--- config.mk ---
export PLATFORM = sky130hd
export DESIGN_NAME = pcihb_regs
export DESIGN_NICKNAME = d
export VERILOG_FILES = /design/src/rtl/pcihb_pkg.sv /design/src/rtl/pcihb_mreg.sv /design/src/rtl/pcihb_hdr.sv /design/src/rtl/pcihb_regs.sv
export SDC_FILE = /design/constraint.sdc
export NUM_CORES = 2
export LEC_CHECK = 0
export BUFFER_PORTS_ARGS = -buffer_cell sky130_fd_sc_hd__buf_2
export CORE_MARGIN = 2
export CORE_UTILIZATION = 40
export CTS_CLUSTER_SIZE = 10
export DETAILED_ROUTE_END_ITERATION = 7
export HOLD_SLACK_MARGIN = 0.08
export SYNTH_ARGS = -nofsm -noshare
export SYNTH_HDL_FRONTEND = slang
export SYNTH_SLANG_ARGS = --single-unit
--- constraint.sdc ---
create_clock -name clk -period 3.65 [get_ports clk]
set_clock_uncertainty 0.2 [all_clocks]
set_input_delay 0.365 -clock clk [delete_from_list [all_inputs] [get_ports clk]]
set_output_delay 0.365 -clock clk [all_outputs]
set_load 0.03 [all_outputs]
--- src/rtl/pcihb_pkg.sv ---
package pcihb_pkg;
   localparam int unsigned OFS_CADDR  = 32'h1C0;
   localparam int unsigned OFS_MBASE  = 32'h1C4;
   localparam int unsigned OFS_IOBASE = 32'h1C8;
   localparam int unsigned OFS_CDATA  = 32'h220;
   localparam int unsigned WIN_BYTES  = 32'h224;

   localparam logic [31:0] MBASE_MASK = 32'hFF00_0001;

   // header reset halves
   localparam logic [15:0] CMD_RST  = 16'h0080; // wait-cycle control
   localparam logic [15:0] STAT_RST = 16'h0290; // caps list, fast b2b, medium select

   typedef enum logic [0:0] {ST_IDLE, ST_CFG} seq_e;

   function automatic logic [31:0] hdr_init(int idx, logic [15:0] vid, logic [15:0] did);
      case (idx)
         0:       return {did, vid};
         1:       return {STAT_RST, CMD_RST};
         default: return 32'h0;
      endcase
   endfunction
endpackage

--- src/rtl/pcihb_mreg.sv ---
module pcihb_mreg #(
   parameter logic [31:0] MASK = 32'hFFFF_FFFF
) (
   input  logic        clk,
   input  logic        rst_n,
   input  logic        we,
   input  logic [31:0] d,
   output logic [31:0] q
);
   always_ff @(posedge clk or negedge rst_n) begin
      if (!rst_n)  q <= 32'h0;
      else if (we) q <= d & MASK;
   end

   // a write stores the masked value, otherwise the value holds
   p_mreg_load_r4: assert property (@(posedge clk) disable iff (!rst_n)
      we |=> (q == ($past(d) & MASK)));
   p_mreg_hold_r5: assert property (@(posedge clk) disable iff (!rst_n)
      !we |=> $stable(q));
endmodule

--- src/rtl/pcihb_hdr.sv ---
module pcihb_hdr
   import pcihb_pkg::*;
#(
   parameter int          WORDS = 64,
   parameter logic [15:0] VID   = 16'h1D5C,
   parameter logic [15:0] DID   = 16'h0A01
) (
   input  logic                     clk,
   input  logic                     rst_n,
   input  logic                     we,
   input  logic [$clog2(WORDS)-1:0] widx,
   input  logic [31:0]              wdata,
   input  logic [$clog2(WORDS)-1:0] ridx,
   output logic [31:0]              rdata
);
   localparam int IDX_W = $clog2(WORDS);

   generate
      if (WORDS < 2 || (1 << IDX_W) != WORDS) begin : g_bad_words
         $error("pcihb_hdr: WORDS must be a power of two of at least 2");
      end
   endgenerate

   logic [WORDS-1:0][31:0] mem;

   always_ff @(posedge clk or negedge rst_n) begin
      if (!rst_n) begin
         for (int i = 0; i < WORDS; i++) mem[i] <= hdr_init(i, VID, DID);
      end else if (we) begin
         mem[widx] <= wdata;
      end
   end

   assign rdata = mem[ridx];

   // without a write enable the header keeps every word
   p_hdr_hold_r10: assert property (@(posedge clk) disable iff (!rst_n)
      !we |=> $stable(mem));
endmodule

--- src/rtl/pcihb_regs.sv ---
module pcihb_regs
   import pcihb_pkg::*;
#(
   parameter int          ADDR_W    = 10,
   parameter int          HDR_WORDS = 64,
   parameter int          IO_OFF_W  = 18,
   parameter logic [15:0] VID       = 16'h1D5C,
   parameter logic [15:0] DID       = 16'h0A01
) (
   input  logic                clk,
   input  logic                rst_n,
   input  logic                cpu_req,
   input  logic                cpu_wr,
   input  logic [ADDR_W-1:0]   cpu_addr,
   input  logic [3:0]          cpu_be,
   input  logic [31:0]         cpu_wdata,
   output logic                cpu_busy,
   output logic                cpu_rdy,
   output logic                cpu_err,
   output logic [31:0]         cpu_rdata,
   output logic                cfg_req,
   output logic                cfg_wr,
   output logic [31:0]         cfg_addr,
   output logic [31:0]         cfg_wdata,
   input  logic                cfg_ack,
   input  logic [31:0]         cfg_rdata,
   input  logic                io_in_req,
   input  logic                io_in_wr,
   input  logic [IO_OFF_W-1:0] io_in_off,
   input  logic [31:0]         io_in_wdata,
   output logic                io_in_ack,
   output logic [31:0]         io_in_rdata,
   output logic                io_out_req,
   output logic                io_out_wr,
   output logic [31:0]         io_out_addr,
   output logic [31:0]         io_out_wdata,
   input  logic                io_out_ack,
   input  logic [31:0]         io_out_rdata
);
   localparam int          HIDX_W    = $clog2(HDR_WORDS);
   localparam int unsigned HDR_BYTES = HDR_WORDS * 4;
   localparam logic [31:0] IOB_MASK  = (32'hFFFF_FFFF << IO_OFF_W) | 32'h1;

   generate
      if (ADDR_W < 10 || ADDR_W > 16) begin : g_bad_aw
         $error("pcihb_regs: ADDR_W must cover the 0x224-byte window");
      end
      if (HDR_BYTES > OFS_CADDR) begin : g_bad_hdr
         $error("pcihb_regs: header overlaps the control words");
      end
      if (IO_OFF_W < 2 || IO_OFF_W > 30) begin : g_bad_io
         $error("pcihb_regs: IO_OFF_W out of range");
      end
   endgenerate

   // ---------------- decode ----------------
   seq_e        st_q;
   logic [31:0] addr32;
   logic        take, misfit, is_hdr, hit_ca, hit_mb, hit_io, hit_cd;

   assign addr32 = 32'(cpu_addr);
   assign take   = cpu_req && (st_q == ST_IDLE);
   assign misfit = (cpu_addr[1:0] != 2'b00) || (cpu_be != 4'hF);
   assign is_hdr = addr32 < HDR_BYTES;
   assign hit_ca = addr32 == OFS_CADDR;
   assign hit_mb = addr32 == OFS_MBASE;
   assign hit_io = addr32 == OFS_IOBASE;
   assign hit_cd = addr32 == OFS_CDATA;

   logic wr_ok;
   assign wr_ok = take && cpu_wr && !misfit;

   // ---------------- storage ----------------
   logic [31:0] hdr_rd, ca_q, mb_q, iob_q;

   pcihb_hdr #(.WORDS(HDR_WORDS), .VID(VID), .DID(DID)) u_hdr (
      .clk   (clk),
      .rst_n (rst_n),
      .we    (wr_ok && is_hdr),
      .widx  (cpu_addr[HIDX_W+1:2]),
      .wdata (cpu_wdata),
      .ridx  (cpu_addr[HIDX_W+1:2]),
      .rdata (hdr_rd)
   );

   pcihb_mreg #(.MASK(32'hFFFF_FFFF)) u_caddr (
      .clk(clk), .rst_n(rst_n), .we(wr_ok && hit_ca), .d(cpu_wdata), .q(ca_q));
   pcihb_mreg #(.MASK(MBASE_MASK)) u_mbase (
      .clk(clk), .rst_n(rst_n), .we(wr_ok && hit_mb), .d(cpu_wdata), .q(mb_q));
   pcihb_mreg #(.MASK(IOB_MASK)) u_iobase (
      .clk(clk), .rst_n(rst_n), .we(wr_ok && hit_io), .d(cpu_wdata), .q(iob_q));

   logic [31:0] loc_rd;
   always_comb begin
      loc_rd = 32'h0;
      if (is_hdr)      loc_rd = hdr_rd;
      else if (hit_ca) loc_rd = ca_q;
      else if (hit_mb) loc_rd = mb_q;
      else if (hit_io) loc_rd = iob_q;
   end

   // ---------------- sequencer ----------------
   logic        dwr_q;
   logic [31:0] dwd_q;

   always_ff @(posedge clk or negedge rst_n) begin
      if (!rst_n) begin
         st_q      <= ST_IDLE;
         cpu_rdy   <= 1'b0;
         cpu_err   <= 1'b0;
         cpu_rdata <= 32'h0;
         dwr_q     <= 1'b0;
         dwd_q     <= 32'h0;
      end else begin
         cpu_rdy <= 1'b0;
         cpu_err <= 1'b0;
         case (st_q)
            ST_IDLE: if (take) begin
               if (misfit) begin
                  cpu_rdy   <= 1'b1;
                  cpu_err   <= 1'b1;
                  cpu_rdata <= 32'h0;
               end else if (hit_cd) begin
                  st_q  <= ST_CFG;
                  dwr_q <= cpu_wr;
                  dwd_q <= cpu_wdata;
               end else begin
                  cpu_rdy   <= 1'b1;
                  cpu_rdata <= cpu_wr ? 32'h0 : loc_rd;
               end
            end
            ST_CFG: if (cfg_ack) begin
               st_q      <= ST_IDLE;
               cpu_rdy   <= 1'b1;
               cpu_rdata <= dwr_q ? 32'h0 : cfg_rdata;
            end
            default: st_q <= ST_IDLE;
         endcase
      end
   end

   assign cpu_busy  = (st_q == ST_CFG);
   assign cfg_req   = (st_q == ST_CFG);
   assign cfg_wr    = dwr_q;
   assign cfg_addr  = ca_q;
   assign cfg_wdata = dwd_q;

   // ---------------- I/O window relocation ----------------
   assign io_out_req   = io_in_req;
   assign io_out_wr    = io_in_wr;
   assign io_out_wdata = io_in_wdata;
   assign io_out_addr  = {iob_q[31:IO_OFF_W], io_in_off};
   assign io_in_ack    = io_out_ack;
   assign io_in_rdata  = io_out_rdata;

   // ---------------- assertions ----------------
   p_cfg_hold_r6: assert property (@(posedge clk) disable iff (!rst_n)
      (cfg_req && !cfg_ack) |=> (cfg_req && $stable(cfg_addr) && $stable(cfg_wdata) && $stable(cfg_wr)));
   p_ack_done_r7: assert property (@(posedge clk) disable iff (!rst_n)
      (cfg_req && cfg_ack) |=> (cpu_rdy && !cfg_req));
   p_wait_quiet_r8: assert property (@(posedge clk) disable iff (!rst_n)
      (cfg_req && !cfg_ack) |=> !cpu_rdy);
   p_err_rdy_r10: assert property (@(posedge clk) disable iff (!rst_n)
      cpu_err |-> (cpu_rdy && cpu_rdata == 32'h0));
   p_idle_rdy_r12: assert property (@(posedge clk) disable iff (!rst_n)
      (!cpu_req && !cfg_req) |=> !cpu_rdy);
endmodule

Yosys cells after proc, flatten, opt, wreduce, memory -nomap -nowiden
Index checks and enable logic that the tools add are counted.

Eq/ne operators: 8. Bitwise logic cells: 2. Mux-type cells: 29. $lt $le $gt $ge: 3. Reduce and logical (&&, ||, !) cells: 13.

Operators by type and width (number): bitwise mux 2048 bit (1); two-way mux 32 bit (12); binary-select mux 32 bit (select 6 bit) (1); demux 32 bit (select 6 bit) (1); one-hot mux 32 bit (2 select lines) (1); == test 10 x 9 -> 1 bit, second input constant (3); two-way mux 1 bit (11); == test 10 bit, second input constant (1); < comparator 10 x 9 -> 1 bit, second input constant (1); logical AND 1 bit (8); < comparator 6 x 7 -> 1 bit, second input constant (1); >= comparator 6 x 1 -> 1 bit, second input constant (1); != test 2 bit, second input constant (2); != test 4 bit, second input constant (1); one-hot mux 1 bit (2 select lines) (2); AND reduction 4 bit (1); != test 3 bit, second input constant (1); AND reduction 3 bit (1); inverter 1 bit (2); nonzero test 2 bit (1); logical NOT 1 bit (1); logical OR 1 bit (1).

Logic and storage cells: 128. Input port bits: 168. Output and inout bits: 200. Bits in registers: 2172.

Depth between registers and ports, before layout
Depth after elaboration: 10. Depth in mapped cells: 12. Depth with buffers taken out: 7.

By module
A second synthesis with hierarchy kept.

Cell total of the unflattened synthesis: 6390. Area, all modules: 100004.7 um^2.

Modules (own cells, without submodules): pcihb_hdr (instances 1, area each 92570.0 um^2, sequential area each 51267.9 um^2, cells an instance 5788); pcihb_regs (instances 1, area each 4797.1 um^2, sequential area each 1701.6 um^2, cells an instance 441); pcihb_mreg at u_caddr (instances 1, area each 1345.0 um^2, sequential area each 800.8 um^2, cells an instance 68); pcihb_mreg at u_iobase (instances 1, area each 744.5 um^2, sequential area each 375.4 um^2, cells an instance 50); pcihb_mreg at u_mbase (instances 1, area each 548.0 um^2, sequential area each 225.2 um^2, cells an instance 43).

Worst setup path before layout
No wires, ideal clock.

Path type: input port to flip-flop. Start point: in cpu_addr[1]. End point: reg u_hdr.mem[1217] (netlist bit). Arrival: 2.323 ns. Path buffers: 2. Required time: 3.325 ns. Cell stages on the path: 8. Setup slack: 1.002 ns. Setup time: 0.125 ns. Path through: or2_1 > or2_1 > clkbuf_1 > nor3_4 > nand3_1 > nor2_1 > buf_4 > mux2_2.

Longest elaborated chain between the ends: 5. Elaborated cells between the ends (all ways): 6. Classes of those cells: order compare (1); reduce/logical (5).

RTL lines: start: declaration (RTL line pcihb_regs.sv:14) `input logic [ADDR_W-1:0] cpu_addr,`; parallel branches: the longest is 4 deep, another holds < comparator 10 x 9 -> 1 bit; logical AND 1 bit * (RTL line pcihb_regs.sv:79) `.we (wr_ok && is_hdr),`; end signal: indexed assignment (RTL line pcihb_hdr.sv:30) `mem[widx] <= wdata;`; end: declaration (RTL line pcihb_hdr.sv:24) `logic [WORDS-1:0][31:0] mem;`.

Every way passes the cells marked *. A chain may end at the register's enable or synchronous reset.

Final worst setup path
Start point: reg st_q, in the netlist cfg_req. End point: reg cpu_rdata[22].

Longest elaborated chain between the ends: 4. Elaborated cells between the ends (all ways): 7. Classes of those cells: eq/ne (3); mux (1); bitwise (1); reduce/logical (2).

RTL lines: start: declaration (RTL line pcihb_regs.sv:57) `seq_e st_q;`; start signal: assignment (RTL line pcihb_regs.sv:108) `st_q <= ST_IDLE;`; start signal: assignment (RTL line pcihb_regs.sv:124) `st_q <= ST_CFG;`; start signal: assignment (RTL line pcihb_regs.sv:133) `st_q <= ST_IDLE;`; inverter 1 bit; logical AND 1 bit (RTL line pcihb_regs.sv:62) `assign take = cpu_req && (st_q == ST_IDLE);`; != test 2 bit (no source line); AND reduction 3 bit (no source line); end signal: assignment (RTL line pcihb_regs.sv:129) `cpu_rdata <= cpu_wr ? 32'h0 : loc_rd;`; end signal: assignment (RTL line pcihb_regs.sv:135) `cpu_rdata <= dwr_q ? 32'h0 : cfg_rdata;`; end: declaration (RTL line pcihb_regs.sv:20) `output logic [31:0] cpu_rdata,`.

Parallel ways exist; a longest one is shown, timed or not.

==> results.toml <==
[status]
status = "complete, but fails checks"
violations = "DRC"

[placement]
hpwl_microns = 219000
gp_congestion = 0.883
place_inst = 9731
placed_area_sq_mm = 0.106
io_buffers = 197
dp_slack_ps = -152

[sta]
hold_viol = 0
slew_violations = 0
rsz0062_at_grt = "false"
slew_headroom_pct = 12.5
fin_crit_sh_pct = 98.4
clock.fmax_mhz = 279
final.setup.tns_ps = 0
setup_viol = 0
fin_ws_ps = 60.2
worst_slew_pin_slew_ps = 1310
finalCriticalPeriod_ps = 3590
holdWs_ps = 136

[hold_path]
min_path_cells = 3
hold_path_class = "input port to register"

[setup_path]
cp_data_arrival_time_ps = 4220
critPathKind = "register to register"
rr_worst_depth = 7
cp.required_ps = 4280
path_buf_inv = 2
start_kind = "register"
cp_slowest_cell = "a2111oi_0"
path_max_fanout = 9
end_kind = "register"
crit_family = "compound AO/OA/AOI/OAI gates"
worstPathCellList = "nand2_1 -> o21a_2 -> clkinv_2 -> nand2_1 -> a2111oi_0 -> a31o_2 -> dlygate4sd3_1"
cp_common_cell = "nand2_1"
crit_path_max_incr_delay_ps = 960
path_depth = 7

[global_routing]
grt_util_all_layers_pct = 26.3
grt_pass1_wl_microns = 478000
antenna_found_initial = 33
grt_overflow_total = 0
grt_max_degree = 156
grt_pass1_vias = 62987

[synthesis]
yosysSeqAreaShare_pct = 54.8
yosys_warnings = 0
ys_async_sr_fraction_pct = 100
synth_edf_count = 0
ys_ff_latch = 2172
ys_types = 75
synth_fp_nets = 6651
netlist_area_sq_mm = 0.0993
yosysMostFrequentCell = "mux2_2"
synth_area_leader_cell = "dfrtp_1"
yosysTopAreaCellShare_pct = 54.4
ys_top_cells_by_area = "dfrtp_1 (54%), mux2_2 (25%), mux4_2 (11%)"
syn_area_per_cell_sq_um = 15.3
netlist_instances = 6483
synth_commonest_cells = "mux2_2 (2168), dfrtp_1 (2157), mux4_2 (470)"
postSynth.topFlopCell = "dfrtp_1"

[run]
max-cap-violations = 0

[routing]
met3_length_microns = 26800
drtPass1Iterations = 8
routed_wl_microns = 333000
vias = 61148
met2_wirelength_microns = 151000
drtIter0Drc = 5499
ant_nets = 0
wire_per_inst_microns = 32.8
drc_errors = 5
top_layer = "met5"
drt-met1-wl_microns = 141000
vias_per_cell = 6.02

[clock_tree]
cts.sink_count = 2172
cts.htree.levels = 4
cts_buffers = 239
cts_tree = "yes"
clk_transition_reported_paths_ps = 60
cts_root_buffer = "clkbuf_16"
cts_buffer_depth = 3
cts_resized = 0
clk_latency_ps = 900

[die]
io_pins = 368
dieHeight_microns = 502
die_area_sq_mm = 0.252
start_util_pct = 40.3
num_rows = 182
fp.dieW_microns = 502
core_sq_mm = 0.246

[layout]
fin_nets = 6894
fin_area_sq_mm = 0.113
drive_gt1_share_pct = 53.8
final_cells = 10158
area_delta_synth_final_pct = 14.3

[power]
p_leak_nw = 54.0
irDropWorstVdd_mv = 0.499
power_density_mw_per_mm2 = 427
## state kept, by name, summed over array words and instances, names as in the netlist
register	count
cfg_wr	1
u_iobase.q	15
cfg_wdata	32
cpu_rdy	1
u_hdr.mem	2048
cfg_req	1
cpu_err	1
cpu_rdata	32
u_caddr.q	32
u_mbase.q	9
## final timing paths
kind | from | endpoint | slack (ps)
worst max register to register | cfg_req | cpu_rdata[22] | 60
max in group asynchronous | rst_n | u_hdr.mem[742] | 1680
worst max-delay path | cfg_req | cpu_rdata[22] | 60
worst min register to register | u_hdr.mem[1233] | u_hdr.mem[1233] | 300
min in group asynchronous | rst_n | u_hdr.mem[1649] | 560
worst min-delay path | cpu_wdata[0] | u_hdr.mem[352] | 140
## where the power goes
part           internal [W]  switching (W)
clock network        0.0120        0.00959
logic              0.000715        0.00196
registers            0.0241      0.0000448
total                0.0369         0.0116
## cell usage in the layout, fill, tap and decap left out, types with 8 or more instances in the layout
cell / netlist / final
mux2_2: 2168 / 2168
dfrtp_1: 2157 / 2157
mux4_2: 470 / 470
buf_4: 271 / 351
clkbuf_16: 0 / 241
buf_2: 125 / 192
buf_12: 0 / 127
nand2_1: 118 / 117
a22oi_1: 117 / 117
clkbuf_1: 291 / 95
mux2i_1: 80 / 80
nor2_1: 143 / 74
dlygate4sd3_1: 0 / 65
nor2_4: 0 / 63
o22ai_1: 53 / 53
nand3_1: 45 / 45
a21oi_1: 41 / 41
nor3_1: 30 / 27
o21ai_0: 26 / 26
a31oi_1: 19 / 19
nand4_1: 18 / 18
nor4_1: 17 / 17
a211oi_1: 16 / 16
a2111oi_0: 16 / 16
o32ai_1: 16 / 16
a32oi_1: 16 / 16
dfstp_2: 15 / 15
nor2b_1: 15 / 12
a221oi_1: 12 / 12
nand2b_1: 11 / 11
diode_2: 0 / 10
a311oi_1: 9 / 9
o211ai_1: 8 / 8
## per-stage QoR
step	total power [W]	util, %
after CTS	0.0489	46.0
after global routing	0.0500	46.0
after floorplan	0.0258	-
after global placement	0.0272	43.1
after detailed placement	0.0272	43.1
final	0.0485	46.0
## tightest hold or removal path, delay by kind of cell
kind | cells | cell delay, ps
muxes | 1 | 400
buffers and inverters | 2 | 400
## timing repair
| item | in CTS | in global routing |
|---|---|---|
| hold endpoints to repair | 2421 | 0 |
| buffers inserted | 0 | 0 |
| setup endpoints to repair | 0 | 0 |
| hold buffers | 66 | 0 |
## per-layer routing
| metal | vias up | global-route usage [%] |
|---|---|---|
| li1 | 24426 | - |
| met1 | 33743 | 36.6 |
| met2 | 2319 | 40.4 |
| met3 | 640 | 5.58 |
| met4 | 20 | 10.3 |
| met5 | - | 0 |
## logic make-up (layout without fill, tap and decap cells)
group	Yosys count	count (layout)	share of synthesized area, %
flops	2172	2172	54.8
mux	2718	2718	36.1
buf+inv	741	1094	4.02
compound gates	401	401	2.93
simple gates	451	451	2.20
other cells	0	10	0
## layout make-up
type / instances / area (sq um)
Sequential cell: 2172 / 54400
Antenna cell: 10 / 25.0
Tap cell: 3312 / 4140
Timing Repair Buffer: 737 / 6820
Fill cell: 21560 / 133000
Multi-Input combinational cell: 3570 / 41400
Clock buffer: 338 / 6410
Inverter: 6 / 23.8
Clock inverter: 13 / 216
Power figures use the tool's default switching activity.
